## config.mk

```make
export PLATFORM = sky130hd
export DESIGN_NAME = decimal_acc_cpu
export DESIGN_NICKNAME = d
export VERILOG_FILES = /design/src/rtl/dacc_pkg.sv /design/src/rtl/dacc_datapath.sv /design/src/rtl/dacc_control.sv /design/src/rtl/decimal_acc_cpu.sv
export SDC_FILE = /design/constraint.sdc
export NUM_CORES = 2
export LEC_CHECK = 0
export BUFFER_PORTS_ARGS = -buffer_cell sky130_fd_sc_hd__buf_4
export CAP_MARGIN = 10
export CORE_UTILIZATION = 40
export CTS_BUF_LIST = sky130_fd_sc_hd__clkbuf_16
export DETAILED_ROUTE_END_ITERATION = 10
export GPL_ROUTABILITY_DRIVEN = 0
export PLACE_DENSITY = 0.58
export RECOVER_POWER = 25
export SKIP_CTS_REPAIR_TIMING = 1
export SYNTH_ARGS = -nofsm -noshare
export SYNTH_HDL_FRONTEND = slang
export SYNTH_SLANG_ARGS = --single-unit
```

## constraint.sdc

```tcl
create_clock -name clk -period 173.4 [get_ports clk]
set_clock_uncertainty 0.05 [all_clocks]
set_input_delay 26.01 -clock clk [delete_from_list [all_inputs] [get_ports clk]]
set_output_delay 26.01 -clock clk [all_outputs]
set_load 0.01 [all_outputs]
```

## src/rtl/dacc_pkg.sv

```systemverilog
package dacc_pkg;
  localparam int WORD_W    = 16;
  localparam int OP_W      = 7;
  localparam int MEM_WORDS = 100;
  localparam int RADIX     = 100;
  localparam int WORD_MAX  = 9999;
  localparam int WRAP_MOD  = WORD_MAX + 1;
  localparam int WIDE_W    = 32;

  typedef logic signed [WORD_W-1:0] word_t;

  localparam logic [OP_W-1:0] OP_READ  = 7'd10;
  localparam logic [OP_W-1:0] OP_WRITE = 7'd11;
  localparam logic [OP_W-1:0] OP_LOAD  = 7'd20;
  localparam logic [OP_W-1:0] OP_STORE = 7'd21;
  localparam logic [OP_W-1:0] OP_ADD   = 7'd30;
  localparam logic [OP_W-1:0] OP_SUB   = 7'd31;
  localparam logic [OP_W-1:0] OP_DIV   = 7'd32;
  localparam logic [OP_W-1:0] OP_MUL   = 7'd33;
  localparam logic [OP_W-1:0] OP_JMP   = 7'd40;
  localparam logic [OP_W-1:0] OP_JNEG  = 7'd41;
  localparam logic [OP_W-1:0] OP_JZERO = 7'd42;
  localparam logic [OP_W-1:0] OP_STOP  = 7'd43;

  typedef enum logic [2:0] {ST_IDLE, ST_FETCH, ST_DECODE, ST_EXEC, ST_HALT} state_t;
  typedef enum logic [1:0] {ACC_HOLD, ACC_LOAD, ACC_ALU} accSel_t;
  typedef enum logic [1:0] {ALU_ADD, ALU_SUB, ALU_MUL, ALU_DIV} aluOp_t;

  typedef struct packed {
    logic    clear;
    logic    irLoad;
    logic    decLoad;
    accSel_t accSel;
    aluOp_t  aluOp;
    logic    memWrAcc;
    logic    memWrIn;
    logic    ipInc;
    logic    ipJump;
  } ctlStrobe_t;
endpackage

```

## src/rtl/dacc_datapath.sv

```systemverilog
module dacc_datapath
  import dacc_pkg::*;
#(
  parameter int DEPTH = MEM_WORDS,
  localparam int AW = $clog2(DEPTH + 1)
) (
  input  logic            clk,
  input  logic            rstN,
  input  ctlStrobe_t      ctl,
  input  logic            loadWrEn,
  input  logic [AW-1:0]   loadAddr,
  input  word_t           loadData,
  input  word_t           inData,
  output logic [OP_W-1:0] opcode,
  output logic            accNeg,
  output logic            accZero,
  output logic            operandZero,
  output logic            ipPastEnd,
  output word_t           operand,
  output logic            ovfFlag
);
  word_t mem [DEPTH];
  word_t ir;
  word_t acc;
  word_t fetchWord;
  word_t wrapped;
  word_t wrData;
  logic [AW-1:0] ip;
  logic [AW-1:0] addrReg;
  logic [AW-1:0] addrNext;
  logic [AW-1:0] wrAddr;
  logic [OP_W-1:0] opNext;
  logic wrEn;
  logic ovfNow;
  logic signed [WIDE_W-1:0] aWide, bWide, wide, mag, wrapMag;

  // instruction split: quotient and remainder by the decimal radix
  always_comb begin
    if (ir[WORD_W-1]) begin
      opNext   = '0;
      addrNext = '0;
    end else begin
      opNext   = OP_W'(int'(ir) / RADIX);
      addrNext = AW'(int'(ir) % RADIX);
    end
  end

  always_comb begin
    fetchWord = (int'(ip) < DEPTH) ? mem[ip] : '0;
    operand   = (int'(addrReg) < DEPTH) ? mem[addrReg] : '0;
  end

  // arithmetic on a wide signed value, folded back into four digits
  always_comb begin
    aWide = {{(WIDE_W-WORD_W){acc[WORD_W-1]}}, acc};
    bWide = {{(WIDE_W-WORD_W){operand[WORD_W-1]}}, operand};
    unique case (ctl.aluOp)
      ALU_ADD: wide = aWide + bWide;
      ALU_SUB: wide = aWide - bWide;
      ALU_MUL: wide = aWide * bWide;
      default: wide = (bWide == 0) ? aWide : aWide / bWide;
    endcase
    mag     = wide[WIDE_W-1] ? -wide : wide;
    wrapMag = mag % WRAP_MOD;
    ovfNow  = mag > WORD_MAX;
    wrapped = wide[WIDE_W-1] ? -wrapMag[WORD_W-1:0] : wrapMag[WORD_W-1:0];
  end

  // single write port: execution has priority, the host port is gated upstream
  always_comb begin
    wrEn   = 1'b0;
    wrAddr = loadAddr;
    wrData = loadData;
    if (ctl.memWrIn) begin
      wrEn = 1'b1; wrAddr = addrReg; wrData = inData;
    end else if (ctl.memWrAcc) begin
      wrEn = 1'b1; wrAddr = addrReg; wrData = acc;
    end else if (loadWrEn) begin
      wrEn = 1'b1;
    end
  end

  always_ff @(posedge clk) begin
    if (wrEn && int'(wrAddr) < DEPTH) mem[wrAddr] <= wrData;
  end

  always_ff @(posedge clk or negedge rstN) begin
    if (!rstN) begin
      ip      <= '0;
      ir      <= '0;
      acc     <= '0;
      addrReg <= '0;
      opcode  <= '0;
      ovfFlag <= 1'b0;
    end else if (ctl.clear) begin
      ip      <= '0;
      ir      <= '0;
      acc     <= '0;
      ovfFlag <= 1'b0;
    end else begin
      if (ctl.irLoad) ir <= fetchWord;
      if (ctl.decLoad) begin
        opcode  <= opNext;
        addrReg <= addrNext;
      end
      if (ctl.ipJump)     ip <= addrReg;
      else if (ctl.ipInc) ip <= ip + 1'b1;
      unique case (ctl.accSel)
        ACC_LOAD: acc <= operand;
        ACC_ALU: begin
          acc <= wrapped;
          if (ovfNow) ovfFlag <= 1'b1;
        end
        default: acc <= acc;
      endcase
    end
  end

  assign accNeg      = acc[WORD_W-1];
  assign accZero     = (acc == '0);
  assign operandZero = (operand == '0);
  assign ipPastEnd   = int'(ip) >= DEPTH;

  assert_acc_range_R7: assert property (@(posedge clk) disable iff (!rstN)
    (acc >= -WORD_MAX) && (acc <= WORD_MAX));

  assert_fetch_in_range_R11: assert property (@(posedge clk) disable iff (!rstN)
    ctl.irLoad |-> !ipPastEnd);
endmodule

```

## src/rtl/dacc_control.sv

```systemverilog
module dacc_control
  import dacc_pkg::*;
(
  input  logic            clk,
  input  logic            rstN,
  input  logic            start,
  input  logic            loadEn,
  input  logic [OP_W-1:0] opcode,
  input  logic            accNeg,
  input  logic            accZero,
  input  logic            operandZero,
  input  logic            ipPastEnd,
  input  logic            inValid,
  input  logic            outReady,
  output ctlStrobe_t      ctl,
  output logic            loadWrEn,
  output logic            inReady,
  output logic            outValid,
  output logic            halted,
  output logic            errFlag
);
  state_t state, nextState;
  logic setErr;

  always_comb begin
    ctl       = '0;
    nextState = state;
    setErr    = 1'b0;
    loadWrEn  = 1'b0;
    inReady   = 1'b0;
    outValid  = 1'b0;
    unique case (state)
      ST_IDLE, ST_HALT: begin
        loadWrEn = loadEn;
        if (start) begin
          ctl.clear = 1'b1;
          nextState = ST_FETCH;
        end
      end
      ST_FETCH: begin
        if (ipPastEnd) begin
          setErr = 1'b1; nextState = ST_HALT;
        end else begin
          ctl.irLoad = 1'b1; nextState = ST_DECODE;
        end
      end
      ST_DECODE: begin
        ctl.decLoad = 1'b1;
        nextState   = ST_EXEC;
      end
      default: begin
        nextState = ST_FETCH;
        unique case (opcode)
          OP_READ: begin
            inReady = 1'b1;
            if (inValid) begin
              ctl.memWrIn = 1'b1; ctl.ipInc = 1'b1;
            end else nextState = ST_EXEC;
          end
          OP_WRITE: begin
            outValid = 1'b1;
            if (outReady) ctl.ipInc = 1'b1;
            else nextState = ST_EXEC;
          end
          OP_LOAD: begin
            ctl.accSel = ACC_LOAD; ctl.ipInc = 1'b1;
          end
          OP_STORE: begin
            ctl.memWrAcc = 1'b1; ctl.ipInc = 1'b1;
          end
          OP_ADD: begin
            ctl.accSel = ACC_ALU; ctl.aluOp = ALU_ADD; ctl.ipInc = 1'b1;
          end
          OP_SUB: begin
            ctl.accSel = ACC_ALU; ctl.aluOp = ALU_SUB; ctl.ipInc = 1'b1;
          end
          OP_MUL: begin
            ctl.accSel = ACC_ALU; ctl.aluOp = ALU_MUL; ctl.ipInc = 1'b1;
          end
          OP_DIV: begin
            ctl.aluOp = ALU_DIV;
            if (operandZero) begin
              setErr = 1'b1; nextState = ST_HALT;
            end else begin
              ctl.accSel = ACC_ALU; ctl.ipInc = 1'b1;
            end
          end
          OP_JMP:   ctl.ipJump = 1'b1;
          OP_JNEG:  begin ctl.ipJump = accNeg;  ctl.ipInc = !accNeg;  end
          OP_JZERO: begin ctl.ipJump = accZero; ctl.ipInc = !accZero; end
          OP_STOP:  nextState = ST_HALT;
          default: begin
            setErr = 1'b1; nextState = ST_HALT;
          end
        endcase
      end
    endcase
  end

  always_ff @(posedge clk or negedge rstN) begin
    if (!rstN) begin
      state   <= ST_IDLE;
      errFlag <= 1'b0;
    end else begin
      state <= nextState;
      if (ctl.clear)   errFlag <= 1'b0;
      else if (setErr) errFlag <= 1'b1;
    end
  end

  assign halted = (state == ST_HALT);

  assert_halt_hold_R10: assert property (@(posedge clk) disable iff (!rstN)
    halted && !start |=> halted);

  assert_err_halted_R11: assert property (@(posedge clk) disable iff (!rstN)
    errFlag |-> halted);

  assert_in_wait_R4: assert property (@(posedge clk) disable iff (!rstN)
    inReady && !inValid |=> inReady);

  assert_io_exclusive_R5: assert property (@(posedge clk) disable iff (!rstN)
    !(inReady && outValid));

  assert_fetch_decode_R12: assert property (@(posedge clk) disable iff (!rstN)
    (state == ST_FETCH) && !ipPastEnd |=> (state == ST_DECODE));
endmodule

```

## src/rtl/decimal_acc_cpu.sv

```systemverilog
module decimal_acc_cpu
  import dacc_pkg::*;
#(
  parameter int DEPTH = MEM_WORDS,
  localparam int AW = $clog2(DEPTH + 1)
) (
  input  logic                     clk,
  input  logic                     rstN,
  input  logic                     loadEn,
  input  logic [AW-1:0]            loadAddr,
  input  logic signed [WORD_W-1:0] loadData,
  input  logic                     start,
  input  logic signed [WORD_W-1:0] inData,
  input  logic                     inValid,
  output logic                     inReady,
  output logic signed [WORD_W-1:0] outData,
  output logic                     outValid,
  input  logic                     outReady,
  output logic                     halted,
  output logic                     errFlag,
  output logic                     ovfFlag
);
  ctlStrobe_t ctl;
  logic [OP_W-1:0] opcode;
  logic accNeg, accZero, operandZero, ipPastEnd, loadWrEn;

  dacc_control u_ctrl (
    .clk(clk), .rstN(rstN), .start(start), .loadEn(loadEn),
    .opcode(opcode), .accNeg(accNeg), .accZero(accZero),
    .operandZero(operandZero), .ipPastEnd(ipPastEnd),
    .inValid(inValid), .outReady(outReady), .ctl(ctl),
    .loadWrEn(loadWrEn), .inReady(inReady), .outValid(outValid),
    .halted(halted), .errFlag(errFlag)
  );

  dacc_datapath #(.DEPTH(DEPTH)) u_dp (
    .clk(clk), .rstN(rstN), .ctl(ctl), .loadWrEn(loadWrEn),
    .loadAddr(loadAddr), .loadData(loadData), .inData(inData),
    .opcode(opcode), .accNeg(accNeg), .accZero(accZero),
    .operandZero(operandZero), .ipPastEnd(ipPastEnd),
    .operand(outData), .ovfFlag(ovfFlag)
  );

  assert_out_hold_R5: assert property (@(posedge clk) disable iff (!rstN)
    outValid && !outReady |=> outValid && $stable(outData));
endmodule

```

### After elaboration in Yosys (flattened, before gate mapping)

Memories as Yosys holds them, arrays and structs flattened.
Cells that the tools add are included.

| word-level totals | value |
|---|---|
| flip-flop bits (word level) | 58 |
| memory bits (writable) | 1600 |
| input bits | 45 |
| output and inout bits | 21 |
| word-level logic and storage cells | 129 |
| memories | 1 |

| cells by class | value |
|---|---|
| add/subtract/negate cells | 5 |
| multipliers | 1 |
| div/mod/pow operators | 4 |
| $lt $le $gt $ge | 5 |
| equal/unequal tests | 20 |
| mux-type cells | 61 |
| bitwise operators | 1 |
| reductions and logical operators | 23 |

Memories:

| memory | depth | width | rd ports | clocked after memory_dff | wr ports | line | text |
|---|---|---|---|---|---|---|---|
| u_dp.mem | 100 | 16 | 2 | 0 | 1 | dacc_datapath.sv:22 | `word_t mem [DEPTH];` |

Operators with widths:

| cell | count |
|---|---|
| $mux 16 | 8 |
| $pmux 32 s3 | 1 |
| $mux 32 | 2 |
| $mux 7 | 7 |
| $eq 7x6->1 const B | 6 |
| $div 32x32->32 | 1 |
| $div 32x8->32 const B | 1 |
| $gt 32x15->1 const B | 1 |
| $logic_not 16->1 | 2 |
| $logic_not 32->1 | 1 |
| $mod 32x15->32 const B | 1 |
| $mod 32x8->32 const B | 1 |
| $mul 16x16->32 | 1 |
| $neg 32->32 | 1 |
| $pmux 16 s2 | 1 |
| $eq 7x5->1 const B | 4 |
| $mux 1 | 26 |
| $lt 7x7->1 const B | 3 |
| $add 16x16->17 | 1 |
| $sub 16x16->17 | 1 |
| $neg 16->16 | 1 |
| $eq 7x4->1 const B | 2 |
| $pmux 2 s3 | 2 |
| $pmux 3 s4 | 1 |
| other kinds (29) | 44 |

### Logic depth before layout (Yosys ltp)

| logic depth | value |
|---|---|
| word-level depth | 15 |
| depth in mapped cells | 512 |
| depth with buffers taken out | 459 |

### Cells and area by module

From an unflattened synthesis, not the netlist that was laid out.

| unflattened totals | value |
|---|---|
| cells, all modules | 11070 |
| area total of the unflattened synthesis | 127726.2 µm² |

By module, submodules not included:

| module | times used | cells an instance | area an instance (µm²) | sequential area each (µm²) |
|---|---|---|---|---|
| dacc_datapath | 1 | 10994 | 127173.2 | 49397.4 |
| dacc_control | 1 | 76 | 553.0 | 100.1 |

### Worst setup path before layout

OpenSTA, ideal clock, no wires.

| timing | value |
|---|---|
| path kind | register to register |
| from | register u_dp.addrReg[0] |
| to | register u_dp.acc[8] |
| setup time | 141 ps |
| arrival | 96799 ps |
| required time | 173209 ps |
| setup slack | 76410 ps |
| stages on the path, launching flop included | 457 |
| path buffers | 57 |
| clock period less this slack | 96990 ps |
| cells stage by stage | dfrtp_1 > buf_6 > buf_6 > buf_6 > buf_6 > buf_4 > mux4_2 > a211oi_1 > nand4_1 > a22oi_1 > nand3_1 > clkbuf_1 > inv_1 > ha_1 > a21oi_1 > ha_1 > o21ai_0 > a21oi_1 > [... 421 more ...] > or3_1 > a221oi_2 > xor2_1 > a21oi_1 > o2bb2ai_1 > a21oi_4 > mux2i_1 > or2_1 > o31ai_4 > nor2b_1 > mux2i_1 > o21ai_4 > o311a_1 > a2bb2oi_1 > o211ai_2 > mux2_1 > a2111oi_2 > a31oi_1 |

| on the way | value |
|---|---|
| word-level cells in the longest chain between the ends | 12 |
| elaborated cells on any way between the ends | 24 |
| classes of those cells | 4 x add/sub; 1 x mul; 2 x div; 1 x order compare; 2 x eq/ne; 10 x mux; 3 x reduce/logical; 1 x memory |

RTL lines:

| item | line | text |
|---|---|---|
| from (decl) | dacc_datapath.sv:29 | `logic [AW-1:0] addrReg;` |
| from (signal assigned) | dacc_datapath.sv:104 | `addrReg <= addrNext;` |
| $mem_v2 100x16 / $lt 7x7->1 (equally long branches) | - |  |
| $mux 16 (*) | dacc_datapath.sv:50 | `operand = (int'(addrReg) < DEPTH) ? mem[addrReg] : '0;` |
| named net outData[0] | decimal_acc_cpu.sv:16 | `output logic signed [WORD_W-1:0] outData,` |
| $div 32x32->32 / $logic_not 32->1 (equally long branches) | dacc_datapath.sv:61 | `default: wide = (bWide == 0) ? aWide : aWide / bWide;` |
| $mux 32 | dacc_datapath.sv:61 |  |
| $pmux 32 s3 | dacc_datapath.sv:57 | `unique case (ctl.aluOp)` |
| $neg 32->32 | dacc_datapath.sv:63 | `mag = wide[WIDE_W-1] ? -wide : wide;` |
| $mux 32 | dacc_datapath.sv:63 |  |
| $mod 32x15->32 | dacc_datapath.sv:64 | `wrapMag = mag % WRAP_MOD;` |
| $neg 16->16 | dacc_datapath.sv:66 | `wrapped = wide[WIDE_W-1] ? -wrapMag[WORD_W-1:0] : wrapMag[WORD_W-1:0];` |
| $mux 16 | dacc_datapath.sv:66 |  |
| $pmux 16 s2 | dacc_datapath.sv:108 | `unique case (ctl.accSel)` |
| $mux 16 | dacc_datapath.sv:95 | `end else if (ctl.clear) begin` |
| to (signal assigned) | dacc_datapath.sv:109 | `ACC_LOAD: acc <= operand;` |
| to (signal assigned) | dacc_datapath.sv:111 | `acc <= wrapped;` |
| to (decl) | dacc_datapath.sv:24 | `word_t acc;` |

Mark *: on every way through the listed nets, which the timed path passes. The rest lies on a longest branch.
A chain may end at the register's enable or synchronous reset.

### Final worst setup path

| timing | value |
|---|---|
| from | register u_dp.addrReg[0] |
| to | register u_dp.acc[15] |

| on the way | value |
|---|---|
| word-level cells in the longest chain between the ends | 12 |
| elaborated cells on any way between the ends | 24 |
| classes of those cells | 4 x add/sub; 1 x mul; 2 x div; 1 x order compare; 2 x eq/ne; 10 x mux; 3 x reduce/logical; 1 x memory |

RTL lines:

| item | line |
|---|---|
| $mem_v2 100x16 / $lt 7x7->1 (equally long branches) | - |
| $mux 16 (*) | dacc_datapath.sv:50 |
| $div 32x32->32 / $logic_not 32->1 (equally long branches) | dacc_datapath.sv:61 |
| $mux 32 | dacc_datapath.sv:61 |
| $pmux 32 s3 | dacc_datapath.sv:57 |
| $neg 32->32 | dacc_datapath.sv:63 |
| $mux 32 | dacc_datapath.sv:63 |
| $mod 32x15->32 | dacc_datapath.sv:64 |
| $neg 16->16 | dacc_datapath.sv:66 |
| $mux 16 | dacc_datapath.sv:66 |
| $pmux 16 s2 | dacc_datapath.sv:108 |
| $mux 16 | dacc_datapath.sv:95 |

Every way passes the cells marked *; elsewhere a longest branch is shown, timed or not.

==> impl_metrics.ini <==
[run_status]
status = complete, but fails checks
violations = max-capacitance violations, max-slew violations

[logic_synthesis]
synthDistinctLibCells = 159
syn_avg_cell_area_um2 = 11.4
synthArstFlopShare_pct = 3.50
synth.most_common_cell = edfxtp_1
ys_top_cells_by_area = edfxtp_1, mux4_2, ha_1
synthFlopType = edfxtp_1
synth.top_cell.area_share_pct = 37.7
synth_cells = 11165
synth_seq_area_share_pct = 38.8
synth_edf_count = 1600
yosys.area.top_type = edfxtp_1
synth_common_cells = edfxtp_1, nand2_1, nor2_1
ys.warnings.count = 0
synth_seq_cells = 1658
syn-cell-area_um2 = 128000

[route]
ant_nets = 0
drt_iter0_drc = 11545
highest_layer = met5
first_pass_iters = 9
vias = 100852
post_drt_via_cell_ratio = 6.46
wl_per_cell_um = 29.8
wl_um = 465000
drc = 0
drt-met1-wl_um = 166000
wl_met2_um = 218000
met3WireLength_um = 41600

[sta]
worst_slew_pin_slew_ns = 6.05
setup_violations = 0
relSlewSlack_pct = -303
hold_violations = 0
fin_crit_sh_pct = 66.3
period_needed_ns = 115.00
rsz0062_at_grt = false
slew_viol_final = 1122
fin_setup_tns_ns = 0
fmax_mhz = 8.70

[floorplanning]
die-area_um2 = 321000
core-area_um2 = 316000
pin_count = 66
dieWidth_um = 567
rows = 206
start_util_pct = 40.4
die_h_um = 567

[setup_path]
endpoint_kind = register
required_ns = 174.04
critPathMostFrequentCell = o21a_1
cp_slowest_stage_delay_ns = 4.16
start_kind = register
crit_slowest_cell = clkbuf_1
path_buf_inv = 25
cp_max_fo = 65
critPathTopFamily = compound AO/OA/AOI/OAI gates
critPathKind = register to register
arrival_ns = 115.64

[clock_tree]
path_clk_slew_ns = 0.07
cts.sinks = 1658
numCtsBuffers = 169
clkLatencyLatePin_ns = 0.84
clockBufferDepth = 3
cts_tree = yes
ctsHtreeMaxLevel = 4
cts-root-buf = clkbuf_16

[cells_and_area]
nFillCells = 28765
drive_above_1_share_pct = 15.7
syn_to_final_growth_pct = 9.34
nets = 12278
fin_cells = 15610

[worst_hold_path]
hold_path.class = register to register

[grt]
grt.overflow.total = 0
grt_pass1_vias = 99683
track_usage_pct = 28.1
grt_antenna_before_repair = 21
grt_pass1_wl_um = 668000
grt_max_degree = 133

[placement]
numPortBuffers = 65
dp_hpwl_um = 323000
dp_cells = 15297

[job]
cap_violations = 26
[state kept, by name (all words and copies together), names as in the netlist]
register        count
u_ctrl.errFlag      1
u_dp.opcode         7
u_dp.ir            16
u_dp.ip             7
u_dp.acc           16
u_dp.addrReg        7
u_dp.ovfFlag        1
u_ctrl.state        3
u_dp.mem         1600
[cells by family after synthesis]
logic type / after synthesis / synth area share [%]
mux: 1303 / 17.5
fa+ha+maj: 942 / 10.8
xor+xnor: 531 / 3.75
buf+inv: 1009 / 3.37
compound gates: 2561 / 13.7
simple gates: 3159 / 12.1
flops: 1658 / 38.8
other cells: 2 / 0.00589
[stage by stage]
stage | utilization [%] | cell area (um2) | worst slack (ns) | hold slack, ns
finish | 44.1 | 139000 | 58.40 | 0.465
floorplan | - | 128000 | 76.41 | 0.419
CTS | 44.2 | 140000 | 63.26 | 0.464
detailed placement | 42.6 | 135000 | 63.61 | 0.450
global route | 44.1 | 139000 | 49.73 | 0.492
global placement | 42.6 | 134000 | 66.14 | 0.442
[cells in the final DEF (no fill, tap or decap), types with 54 or more instances in the layout]
cell / count
and3_1: 61
edfxtp_1: 1600
a21oi_1: 566
nor2_2: 83
inv_1: 467
xor2_1: 190
o21a_1: 234
a22oi_1: 184
o21ai_0: 428
nor2b_1: 131
a21o_1: 107
nand4_1: 113
nor3_1: 314
clkinv_1: 55
nand2_1: 871
clkbuf_16: 170
fa_1: 264
buf_4: 363
o21ai_1: 59
o31ai_1: 178
a211oi_1: 102
nor2_1: 695
conb_1: 152
mux2_2: 127
mux2i_1: 445
nand3_1: 266
o211ai_1: 54
a31oi_1: 97
and2_1: 157
xnor2_1: 323
or3_1: 63
nand2b_1: 93
ha_1: 659
mux4_2: 724
[final timing paths]
kind                            startpoint              to  slack (ns)  cells past startpoint
hold / removal                  u_dp.ir[1]      u_dp.ir[1]        0.46                      2
hold reg to reg                 u_dp.ir[1]      u_dp.ir[1]        0.46                      2
setup reg to reg           u_dp.addrReg[0]    u_dp.acc[15]       58.40                    434
max in group asynchronous             rstN      u_dp.ip[1]      143.98                      1
min in group asynchronous             rstN  u_dp.opcode[6]       26.50                      1
setup / recovery           u_dp.addrReg[0]    u_dp.acc[15]       58.40                    434
[layer usage]
layer	up-vias	GRT usage [%]
met1	50594	33.2
met3	1399	5.14
met4	12	19.5
met5	-	0
met2	5457	46.4
li1	43390	-
[cell type report]
class	instances	area [um2]	share of cell area, %
Antenna cell	7	17.5	0.0126
Clock buffer	170	4250	3.05
Inverter	441	1660	1.19
Tap cell	4160	5200	3.73
Multi-Input combinational cell	8648	74900	53.7
Timing Repair Buffer	392	3000	2.15
Sequential cell	1658	49500	35.5
Clock inverter	134	921	0.660
[tightest hold or removal path, delay by kind of cell (launching register included)]
kind	cells	cell delay, ns
flops	1	0.34
simple gates	1	0.07
compound gates	1	0.07
Power is left out: the tool's default activity adds up to more than one toggle a clock period on the data nets, which glitch-free logic cannot reach.
